--- config.mk ---
export PLATFORM = sky130hd
export DESIGN_NAME = fused_add_mul
export DESIGN_NICKNAME = d
export VERILOG_FILES = /design/src/rtl/fused_add_mul.sv
export SDC_FILE = /design/constraint.sdc
export NUM_CORES = 1
export LEC_CHECK = 0
export ABC_AREA = 1
export BUFFER_PORTS_ARGS = -buffer_cell sky130_fd_sc_hd__buf_2
export CAP_MARGIN = 20
export CORE_AREA = 5 5 175 93
export DETAILED_ROUTE_END_ITERATION = 6
export DIE_AREA = 0 0 180 98
export PLACE_DENSITY = 0.81
export SETUP_SLACK_MARGIN = 0.5
export SLEW_MARGIN = 10
export SYNTH_ARGS = -nofsm -noshare
export SYNTH_HDL_FRONTEND = slang
export SYNTH_SLANG_ARGS = --single-unit
export TNS_END_PERCENT = 10
--- constraint.sdc ---
create_clock -name vclk -period 9.75
set_input_delay 0.975 -clock vclk [all_inputs]
set_output_delay 0.975 -clock vclk [all_outputs]
set_load 0.02 [all_outputs]
--- src/rtl/fused_add_mul.sv ---
module fused_add_mul #(
  parameter int N = 16
) (
  input  logic signed [N-1:0]   x_in,
  input  logic signed [N-1:0]   a_in,
  input  logic signed [N-1:0]   b_in,
  output logic signed [2*N+1:0] z_out
);
  localparam int W  = 2*N + 2;
  localparam int K  = (N + 2) / 2;
  localparam int L  = 2*K;
  localparam int NR = K + 2;
  localparam int NA = NR + 3;
  localparam int LG = $clog2(W);

  function automatic logic [W-1:0] fold_const();
    logic [W-1:0] acc;
    acc = '0;
    for (int j = 0; j < K; j++) acc = acc - (W'(1) << (N + 2*j));
    return acc;
  endfunction
  localparam logic [W-1:0] SIGN_FOLD = fold_const();

  // operands widened to a whole number of bit pairs
  logic [L-1:0] a_w, b_w;
  assign a_w = {{(L-N){a_in[N-1]}}, a_in};
  assign b_w = {{(L-N){b_in[N-1]}}, b_in};

  // digit j = -2*d_hi + d_lo + d_in
  logic [K-1:0] d_hi, d_lo, d_in;
  logic [K-1:0] cy_fa, cy_dg;
  assign cy_fa[0] = 1'b0;
  assign cy_dg[0] = 1'b0;

  for (genvar j = 0; j < K; j++) begin : g_rec
    logic ea, eb, oa, ob, k_mid, h_x;
    assign ea = a_w[2*j];
    assign eb = b_w[2*j];
    assign oa = a_w[2*j+1];
    assign ob = b_w[2*j+1];
    assign d_lo[j] = ea ^ eb ^ cy_fa[j];
    assign k_mid   = (ea & eb) | (cy_fa[j] & (ea ^ eb));
    assign h_x     = oa ^ ob;
    assign d_hi[j] = k_mid ^ h_x;
    assign d_in[j] = cy_dg[j];
    if (j < K-1) begin : g_up
      assign cy_fa[j+1] = oa | ob;
      assign cy_dg[j+1] = k_mid & ~h_x;
    end
  end

  // partial-product rows
  logic [N:0]   pp [K];
  logic [W-1:0] rows [NR];

  for (genvar j = 0; j < K; j++) begin : g_pp
    logic sel1, sel2;
    logic [N:0] mag;
    assign sel1 = d_lo[j] ^ d_in[j];
    assign sel2 = d_hi[j] ? (~d_lo[j] & ~d_in[j]) : (d_lo[j] & d_in[j]);
    assign mag  = sel1 ? {x_in[N-1], x_in} : (sel2 ? {x_in, 1'b0} : '0);
    assign pp[j] = mag ^ {(N+1){d_hi[j]}};
    if (j == 0) begin : g_first
      assign rows[j] = W'({~pp[j][N], pp[j][N-1:0]});
    end else begin : g_rest
      assign rows[j] = (W'({~pp[j][N], pp[j][N-1:0]}) << (2*j))
                     | (W'(d_hi[j-1]) << (2*j-2));
    end
  end
  assign rows[K]   = W'(d_hi[K-1]) << (2*K-2);
  assign rows[K+1] = SIGN_FOLD;

  // carry-save reduction
  function automatic void csa3(input logic [W-1:0] p, input logic [W-1:0] q,
                               input logic [W-1:0] r,
                               output logic [W-1:0] s, output logic [W-1:0] c);
    s = p ^ q ^ r;
    c = ((p & q) | (p & r) | (q & r)) << 1;
  endfunction

  logic [W-1:0] row_s, row_c;
  always_comb begin
    logic [W-1:0] cur [NA];
    logic [W-1:0] nxt [NA];
    logic [W-1:0] s1, c1, s2, c2;
    int n, m;
    for (int i = 0; i < NA; i++) cur[i] = (i < NR) ? rows[i] : '0;
    n = NR;
    for (int lv = 0; lv < NR; lv++) begin
      if (n > 2) begin
        for (int i = 0; i < NA; i++) nxt[i] = '0;
        m = 0;
        for (int g = 0; g < (NR + 3) / 4; g++) begin
          if (4*g + 3 < n) begin
            csa3(cur[4*g], cur[4*g+1], cur[4*g+2], s1, c1);
            csa3(s1, c1, cur[4*g+3], s2, c2);
            nxt[m] = s2; nxt[m+1] = c2; m = m + 2;
          end else if (4*g + 2 < n) begin
            csa3(cur[4*g], cur[4*g+1], cur[4*g+2], s1, c1);
            nxt[m] = s1; nxt[m+1] = c1; m = m + 2;
          end else if (4*g + 1 < n) begin
            nxt[m] = cur[4*g]; nxt[m+1] = cur[4*g+1]; m = m + 2;
          end else if (4*g < n) begin
            nxt[m] = cur[4*g]; m = m + 1;
          end
        end
        for (int i = 0; i < NA; i++) cur[i] = nxt[i];
        n = m;
      end
    end
    row_s = cur[0];
    row_c = cur[1];
  end

  // Brent-Kung final adder
  logic [W-1:0] z_sum;
  always_comb begin
    logic [W-1:0] gv, pv, p0;
    int d;
    p0 = row_s ^ row_c;
    gv = row_s & row_c;
    pv = p0;
    for (int l = 0; l < LG; l++) begin
      d = 1 << l;
      for (int i = 0; i < W; i++) begin
        if ((i % (2*d)) == (2*d - 1)) begin
          gv[i] = gv[i] | (pv[i] & gv[i-d]);
          pv[i] = pv[i] & pv[i-d];
        end
      end
    end
    for (int l = LG - 2; l >= 0; l--) begin
      d = 1 << l;
      for (int i = 0; i < W; i++) begin
        if (i >= 3*d - 1 && ((i + 1) % (2*d)) == d) begin
          gv[i] = gv[i] | (pv[i] & gv[i-d]);
          pv[i] = pv[i] & pv[i-d];
        end
      end
    end
    z_sum = p0 ^ {gv[W-2:0], 1'b0};
  end

  assign z_out = $signed(z_sum);


  always_comb begin : chk_digits
    logic [W-1:0] acc, want;
    int dv;
    acc = '0;
    for (int j = 0; j < K; j++) begin
      dv  = -2*int'(d_hi[j]) + int'(d_lo[j]) + int'(d_in[j]);
      acc = acc + (W'(dv) << (2*j));
    end
    want = W'(a_in) + W'(b_in);
    booth_sum_chk: assert (acc == want)
      else $error("digit sum %0h differs from A+B %0h", acc, want);
  end


  always_comb begin : chk_tree
    logic [W-1:0] tot;
    tot = '0;
    for (int i = 0; i < NR; i++) tot = tot + rows[i];
    tree_sum_chk: assert (W'(row_s + row_c) == tot)
      else $error("tree rows lose value: %0h vs %0h", row_s + row_c, tot);
  end


  always_comb begin : chk_prefix
    prefix_add_chk: assert (z_sum == W'(row_s + row_c))
      else $error("prefix sum %0h vs %0h", z_sum, row_s + row_c);
  end


  always_comb begin : chk_product
    logic [W-1:0] xe, se;
    xe = W'(x_in);
    se = W'(a_in) + W'(b_in);
    product_chk: assert (z_sum == W'(xe * se))
      else $error("product %0h vs %0h", z_sum, xe * se);
  end
endmodule

# Yosys cells after proc, flatten, opt, wreduce, memory -nomap -nowiden

Cells that the tools add are included.

Input bits: 48
Logic and storage cells: 382
Output and inout bits: 34
Register bits after elaboration: 0

Mux-type cells: 27
Bitwise logic cells: 355

Operators with widths:

| kind             | number |
|---|---|
| $and A33 B33 Y33 | 13 |
| $xor A34 B34 Y34 | 12 |
| $or A33 B33 Y33  | 10 |
| $mux W17         | 18 |
| $xor A17 B17 Y17 | 9 |
| $and A1 B1 Y1    | 125 |
| $or A1 B1 Y1     | 74 |
| $xor A1 B1 Y1    | 41 |
| $not A1 Y1       | 34 |
| $xor A34 B23 Y34 | 1 |
| $xor A34 B31 Y34 | 1 |
| $and A33 B17 Y33 | 1 |
| $or A33 B15 Y33  | 1 |
| $or A33 B17 Y33  | 1 |
| $or A33 B23 Y33  | 1 |
| $or A33 B31 Y33  | 1 |
| $or A33 B32 Y33  | 1 |
| $xor A33 B17 Y33 | 1 |
| $and A29 B31 Y31 | 1 |
| $and A30 B31 Y31 | 1 |
| $or A31 B13 Y31  | 1 |
| $and A29 B30 Y30 | 1 |
| $and A25 B29 Y29 | 1 |
| $and A27 B29 Y29 | 1 |
| 23 further kinds | 31 |

# Depth between registers and ports, before layout

Gate-level depths: netlist of run 1.

Depth in word-level cells: 48
Depth in mapped cells: 35

# Least setup slack after synthesis of run 1

No wires, ideal clock.

Path type: input to output
From: input a_in[7]
To: output z_out[31]
Path slack: 1.213 ns
Arrival: 7.562 ns
Data required time: 8.775 ns
Cell stages on the path: 32
Cells stage by stage: inv_1 ha_1 fa_1 inv_1 ha_1 inv_1 ha_1 a21oi_1 nand2_2 buf_4 nand2_1 xor2_1 fa_1 fa_1 inv_1 fa_1 fa_1 inv_1 fa_1 inv_1 fa_1 inv_1 ha_1 nand4_1 nor3_1 nand2_2 nand2_4 nand2_4 nand2_4 a21oi_2 fa_1 xnor2_1

Word-level cells in the longest chain between the ends: 43
Elaborated cells between the ends (all ways): 159
Classes of those cells: mux: 9; bitwise: 150

RTL lines:

| element               | RTL line | RTL |
|---|---|---|
| start, declared       | 5        | `input logic signed [N-1:0] a_in,` |
| $or A1 B1 Y1          | 47       | `assign cy_fa[j+1] = oa \| ob;` |
| $and A1 B1 Y1         | 42       | `assign k_mid = (ea & eb) \| (cy_fa[j] & (ea ^ eb));` |
| $or A1 B1 Y1          | 42       |  |
| $and A1 B1 Y1         | 48       | `assign cy_dg[j+1] = k_mid & ~h_x;` |
| $not A1 Y1            | 60       | `assign sel2 = d_hi[j] ? (~d_lo[j] & ~d_in[j]) : (d_lo[j] & d_in[j]);` |
| $and A1 B1 Y1         | 60       |  |
| $mux W1               | 60       |  |
| $mux W17 (2 in a row) | 61       | `assign mag = sel1 ? {x_in[N-1], x_in} : (sel2 ? {x_in, 1'b0} : '0);` |
| (+26 left out)        | n/a      |  |
| $or A1 B1 Y1          | 136      | `gv[i] = gv[i] \| (pv[i] & gv[i-d]);` |
| $and A1 B1 Y1         | 136      |  |
| $or A1 B1 Y1          | 136      |  |
| $and A1 B1 Y1         | 136      |  |
| $or A1 B1 Y1          | 136      |  |
| $and A1 B1 Y1         | 136      |  |
| $or A1 B1 Y1          | 136      |  |
| $xor A34 B34 Y34 (*)  | 141      | `z_sum = p0 ^ {gv[W-2:0], 1'b0};` |
| end, declared         | 7        | `output logic signed [2*N+1:0] z_out` |

Mark *: on every way between the ends. The rest lies on a longest branch, timed or not.

# Worst setup path in the final report of run 1

From: input a_in[7]
To: output z_out[33]

Word-level cells in the longest chain between the ends: 41
Elaborated cells between the ends (all ways): 167
Classes of those cells: mux: 9; bitwise: 158

RTL lines:

| element               | RTL line | RTL |
|---|---|---|
| $or A1 B1 Y1          | 47       |  |
| $and A1 B1 Y1         | 42       |  |
| $or A1 B1 Y1          | 42       |  |
| $and A1 B1 Y1         | 48       |  |
| $not A1 Y1            | 60       |  |
| $and A1 B1 Y1         | 60       |  |
| $mux W1               | 60       |  |
| $mux W17 (2 in a row) | 61       |  |
| (+24 left out)        | n/a      |  |
| $and A1 B1 Y1         | 127      | `gv[i] = gv[i] \| (pv[i] & gv[i-d]);` |
| $or A1 B1 Y1          | 127      |  |
| $and A1 B1 Y1         | 127      |  |
| $or A1 B1 Y1          | 127      |  |
| $or A1 B1 Y1 (*)      | 127      |  |
| $and A1 B1 Y1 (*)     | 136      |  |
| $or A1 B1 Y1 (*)      | 136      |  |
| $xor A34 B34 Y34 (*)  | 141      |  |

Marked as above.

==> results by stage, run 1 <==
Placed design:
- The count of buffers from port buffering is 82.
- The routability-driven placement congestion ratio is 1.02.
- The number of cells after detailed placement is 1475.
- The total cell area at the placement stage is 0.00954 sq mm.
- The placed wire-length estimate is 20000 um.
- Before CTS, the worst setup slack after placement is 0.597 ns.

Floorplanning:
- The height of the die is 98 um.
- The count of boundary I/O pins is 82.
- The floorplan step set the die width to 180 um.
- The row count is 32.
- The initial utilization of the core area, before any placement, comes to 61.7%.
- The core region area is 0.0148 sq mm.
- The die covers 0.0176 sq mm.

Cells and area:
- The sequential cell count of the final layout is 0.
- The area growth from synthesis to final layout is 5.52%.
- The finished layout holds 1475 standard cells, fillers aside.
- 0 antenna diodes ended up in the layout.
- The number of clock buffers in the layout is 0.
- The area of all placed cells without fillers is 0.00962 sq mm.
- Summing all flip-flop and latch instances after layout gives 0 sq um.
- The fraction of layout instances using a drive strength above 1 is 11.1%.
- The final net count is 1572.

Synth:
- Synthesis handed over a netlist of 1240 instances.
- The top cell type's share of synthesized area is 28.1%.
- The most instantiated library cell after synthesis is nand2_1.
- The total number of yosys warnings is 0.
- The sequential element share of the synthesized area is 0%.
- In the post-synthesis netlist, the biggest area contributors are fa_1 (28%), ha_1 (17%), xor2_1 (14%).
- Counting instances in the post-synthesis netlist gives the leading cell types as nand2_1 (296), inv_1 (251), xor2_1 (141).
- In this run the cell area of the synthesized design comes to 0.00912 sq mm.
- The biggest area contributor in the post-synthesis netlist is fa_1.
- The average instance in the mapped netlist occupies 7.35 sq um.
- The number of distinct library cell variants in the gate-level netlist after synthesis is 34.
- The total nets after synthesis is 1539.

Global route:
- The number of global-route vias before repair is 7887.
- The first global-routing pass estimated 40900 um of wire.
- The total overflow left after global routing is 0.
- The number of antenna violations at the first check in global routing came to 0.
- Global routing used 28.0% of the available tracks.
- Entering global routing, the biggest net connects 33 pins.

Worst hold path:
- The class of the tightest hold or removal check is in -> out.

Critical path:
- STA classifies the critical path endpoint as a primary output.
- For this run, the slowest stage of the critical path takes 0.55 ns.
- The cell with the biggest individual delay on the critical path is fa_1.
- STA classifies the critical path startpoint as an input port.
- By startpoint and endpoint, the worst setup path is classified as in -> out.
- The endpoint arrival time on the critical path is 7.88 ns.
- The required time of the critical path is 8.78 ns.
- Of all nets on the critical path, the largest fanout is 16.
- The most frequent cell on the critical path is fa_1.

STA:
- The least setup slack across all paths after layout is 0.899 ns.
- The timing-limited maximum frequency is 0.113 GHz.
- Counting I/O delays and the setup requirement, the final critical path takes 8.85 ns.
- Setup repair after global routing left no endpoint under its margin.
- For the final routed database, the setup TNS stands at 0 ns.
- The headroom to the max-slew limit is 52.7%.
- The number of failing hold endpoints at the final stage is 0.
- The number of slew-limit violations in the final report is 0.
- For the pin with the worst max-slew slack, the measured transition is 0.709 ns.
- The worst path uses 90.8% of the clock period.
- The number of endpoints failing setup at the final stage is 0.

Route:
- The violation count after the first detailed-routing iteration is 1027.
- The detail-routed net length per standard cell is 16.4 um.
- The detailed router placed 7925 vias in this run.
- Summed over all layers, the routed wires come to 24200 um.
- Dividing the detail-routed via count by the number of cells gives 5.37.
- The number of detailed-route iterations in the first pass is 5.
- The post-detailed-route DRC marker count is 0.
- The count of nets left with antenna violations once routing finished came out at 0.

Run:
- The max-cap violation count is 0.

Clock network:
- Buffers added to address setup during post-CTS repair amount to 0.
- The number of hold-repair buffers added at the cts stage is 0.

Outcome:
- The run finished with clean final reports.
## worst paths after layout
check                from        end  cells after the start
hold / removal    x_in[0]   z_out[0]                      5
setup / recovery  a_in[7]  z_out[33]                     35
## placed cells by master, fill, tap and decap left out
| cell | n |
|---|---|
| a211oi_1 | 1 |
| a21o_1 | 3 |
| a21oi_1 | 15 |
| a21oi_2 | 6 |
| a21oi_4 | 2 |
| a221oi_4 | 1 |
| a31o_2 | 1 |
| a31oi_1 | 9 |
| buf_2 | 82 |
| buf_4 | 16 |
| buf_6 | 1 |
| buf_8 | 1 |
| fa_1 | 128 |
| ha_1 | 120 |
| ha_4 | 3 |
| inv_1 | 251 |
| inv_2 | 7 |
| inv_4 | 1 |
| inv_6 | 1 |
| nand2_1 | 295 |
| nand2_2 | 8 |
| nand2_4 | 7 |
| nand3_1 | 3 |
| nand3_2 | 1 |
| nand4_1 | 1 |
| nor2_1 | 6 |
| nor3_1 | 1 |
| nor3_2 | 1 |
| o211ai_1 | 7 |
| o21ai_0 | 134 |
| o21ai_1 | 5 |
| o21bai_1 | 3 |
| xnor2_1 | 7 |
| xor2_1 | 141 |
| xor2_2 | 2 |
## critical path, delay by kind of cell
kind / cells / cell delay, ns
simple gates: 9 / 0.88
xor+xnor: 2 / 0.38
buf+inv: 9 / 0.60
compound gates: 3 / 0.33
fa+ha+maj: 12 / 4.68
## final cells by class
| class | instances | area (sq um) |
|---|---|---|
| fill | 1349 | 5150 |
| inverter | 260 | 983 |
| multi-input combinational | 911 | 7830 |
| tap | 204 | 255 |
| timing repair buffer | 100 | 557 |
## kinds of logic (layout without fill, tap and decap cells)
kind of cell               count (synthesis)  count (layout)  synth area share, %
AOI/OAI and AO/OA                        187             187                 11.5
buffers and inverters                    329             360                 14.9
adders and majority gates                251             251                 45.0
and+or+nand+nor                          323             323                 14.1
xor gates and xnor gates                 150             150                 14.6
## metal layers
metal | wire length (um) | share of wire [%] | GRT usage, %
met4 | 213 | 0.88 | 2.52
met2 | 9480 | 39 | 41.0
met3 | 3290 | 14 | 6.44
met1 | 11300 | 46 | 43.8
met5 | 0 | 0 | 0
## metrics by stage
| stage | hold WS (ns) | utilization [%] |
|---|---|---|
| CTS | 2.61 | 64.6 |
| global placement | 2.64 | 64.6 |
| finish | 2.62 | 65.1 |
| floorplan | 2.43 | - |
| global route | 2.65 | 65.1 |
| detailed placement | 2.61 | 64.6 |
## what timing repair did
action	in CTS	in global routing
resized for setup	0	15
hold endpoints to repair	0	0
endpoints found under the setup margin	0	16
Power of run 1 is left out: the tool's default activity adds up to more than one toggle a clock period on the data nets, which glitch-free logic cannot reach.
==> run 2: changes to the inputs <==
==> constraint.sdc (replaced) <==
create_clock -name vclk -period 8.4
set_input_delay 0.84 -clock vclk [all_inputs]
set_output_delay 0.84 -clock vclk [all_outputs]
set_load 0.02 [all_outputs]
==> results by stage, run 2 (synthesized netlist as in run 1, its figures left out) <==
Outcome:
- The flow ran to the end, but the final reports show violations.
- The checks that failed: design-rule violations.

STA:
- The post-route minimum period is 8.34 ns.
- Timing would allow up to 0.120 GHz.
- The number of failing hold endpoints at the final stage is 0.
- Setup repair after global routing could not meet its margin everywhere.
- Setup violations remaining at the end of the flow were counted as 0.
- The final total negative setup slack is 0 ns.
- The headroom to the max-slew limit is 50.7%.
- The actual transition at the worst max-transition pin is 0.739 ns.
- In the finished design, the share of the clock period the worst path needs comes to 99.2%.
- The number of slew-limit violations in the final report is 0.

Critical path:
- The endpoint arrival time on the critical path is 7.50 ns.
- The kind of critical path is in -> out.
- For this run, the slowest stage of the critical path takes 0.54 ns.
- In this run the worst path has a maximum fanout of 8.
- STA classifies the critical path endpoint as a primary output.
- The required time of the critical path is 7.56 ns.
- The largest individual stage delay along the critical path comes from the cell fa_2.
- The most frequent cell on the critical path is fa_1.
- The critical path launch point type is an input port.

Floorplanning:
- The die is 180 um wide.
- Once the floorplan was initialized, standard cells occupied 61.7% of the core.
- During I/O placement, the number of pins put on the boundary was 82.
- The die covers 0.0176 sq mm.
- In this run the standard cell core region covers 0.0148 sq mm.
- The height of the die is 98 um.
- The row count is 32.

Route:
- The via count is 8146.
- In the routed design, unresolved DRC markers number 1.
- The detail-routed net length per standard cell is 16.5 um.
- The detailed router finished its first iteration with 830 violations.
- The first TritonRoute pass finished after 7 iterations.
- In this run the remaining antenna-violating nets after routing total 0.
- The wire length after detailed routing is 25100 um.
- After detailed routing, the number of vias per cell comes to 5.35.

Global route:
- The wire length of the first global-routing pass is 41100 um.
- Global routing finished with a remaining overflow of 0.
- The met2 routing resource usage after global routing is 41.1%.
- The aggregate global-route resource usage is 28.1%.
- In the global route stage, met3 resource usage came out at 9.79%.
- Entering global routing, the biggest net connects 32 pins.
- The global routing's busiest layer is met1.
- The met1 track utilization from global routing is 41.3%.
- The number of global-route vias before repair is 8166.
- The number of antenna violations at the first check in global routing was 0.

Placed design:
- The congestion estimate from routability-driven global placement came to 1.02.
- The count of buffers from port buffering is 82.
- The placed wire-length estimate is 20400 um.

Cells and area:
- The sequential cell count of the final layout is 0.
- The fraction of layout instances using a drive strength above 1 is 20.5%.
- Leaving out fill and tap cells, the most frequent cells in the layout are nand2_1 (282), inv_1 (240), o21ai_0 (126).
- The most frequent standard cell in the layout excluding fill and tap cells is nand2_1.
- The final net count is 1621.
- The flip-flop and latch area is 0 sq um.
- The total inserted antenna cells is 0.
- Compared with the post-synthesis result, the final layout area differs by 15.8%.
- The clock buffers instantiated in the layout total 0.

Run:
- The tool flagged a number of max-cap violations equal to 0.

Worst hold path:
- The min-delay analysis places its worst path in the category in -> out.

Clock network:
- The number of hold-repair buffers added at the cts stage is 0.
==> run 2: cell count changes in the layout (fill, tap and decap cells not counted), moves of 16 or more <==
cell,delta
buf_4,+52
fa_1,-17
fa_2,+17
xor2_1,-17
xor2_2,+17
buf_2,-16
==> run 2: path summary, 6_finish.rpt <==
check,start,to,slack [ns],depth (start not counted)
setup / recovery,a_in[9],z_out[30],0.06,32
hold / removal,x_in[0],z_out[0],2.44,6
==> run 2: layout make-up <==
class / count / area (sq um)
multi-input combinational: 913 / 8270
fill: 1205 / 4220
timing repair buffer: 147 / 1040
inverter: 260 / 986
tap: 204 / 255
==> run 2: worst max-delay path: cells and delay by family <==
family          cells  cell delay (ns)
xor+xnor            1             0.19
compound gates      2             0.25
buf+inv            10             0.80
simple gates        8             0.81
fa+ha+maj          11             4.60
==> run 2: stage by stage <==
stage	utilization [%]	instance area [sq um]	hold slack (ns)	setup slack, ns	std cells
2_1_floorplan	-	9230	2.16	0.480	1240
3_3_place_gp	67.5	9970	2.43	0.0349	1512
3_5_place_dp	67.5	9970	2.42	-0.143	1512
4_1_cts	69.1	10200	2.43	0.00842	1521
5_1_grt	71.4	10600	2.47	-0.200	1524
6_report	71.4	10600	2.44	0.0642	1524
==> run 2: what timing repair did <==
action / CTS / global route
setup endpoints to repair: 20 / 23
buffers inserted: 7 / 3
gates cloned: 2 / 0
resized for setup: 45 / 73
pin swaps: 28 / 16
==> run 2: layer usage <==
layer	part of all wire (%)	vias to the layer above
met5	0	-
met2	40	476
met4	0.96	0
met1	44	3766
li1	-	3877
met3	15	27
Power of run 2 is left out for the same reason.
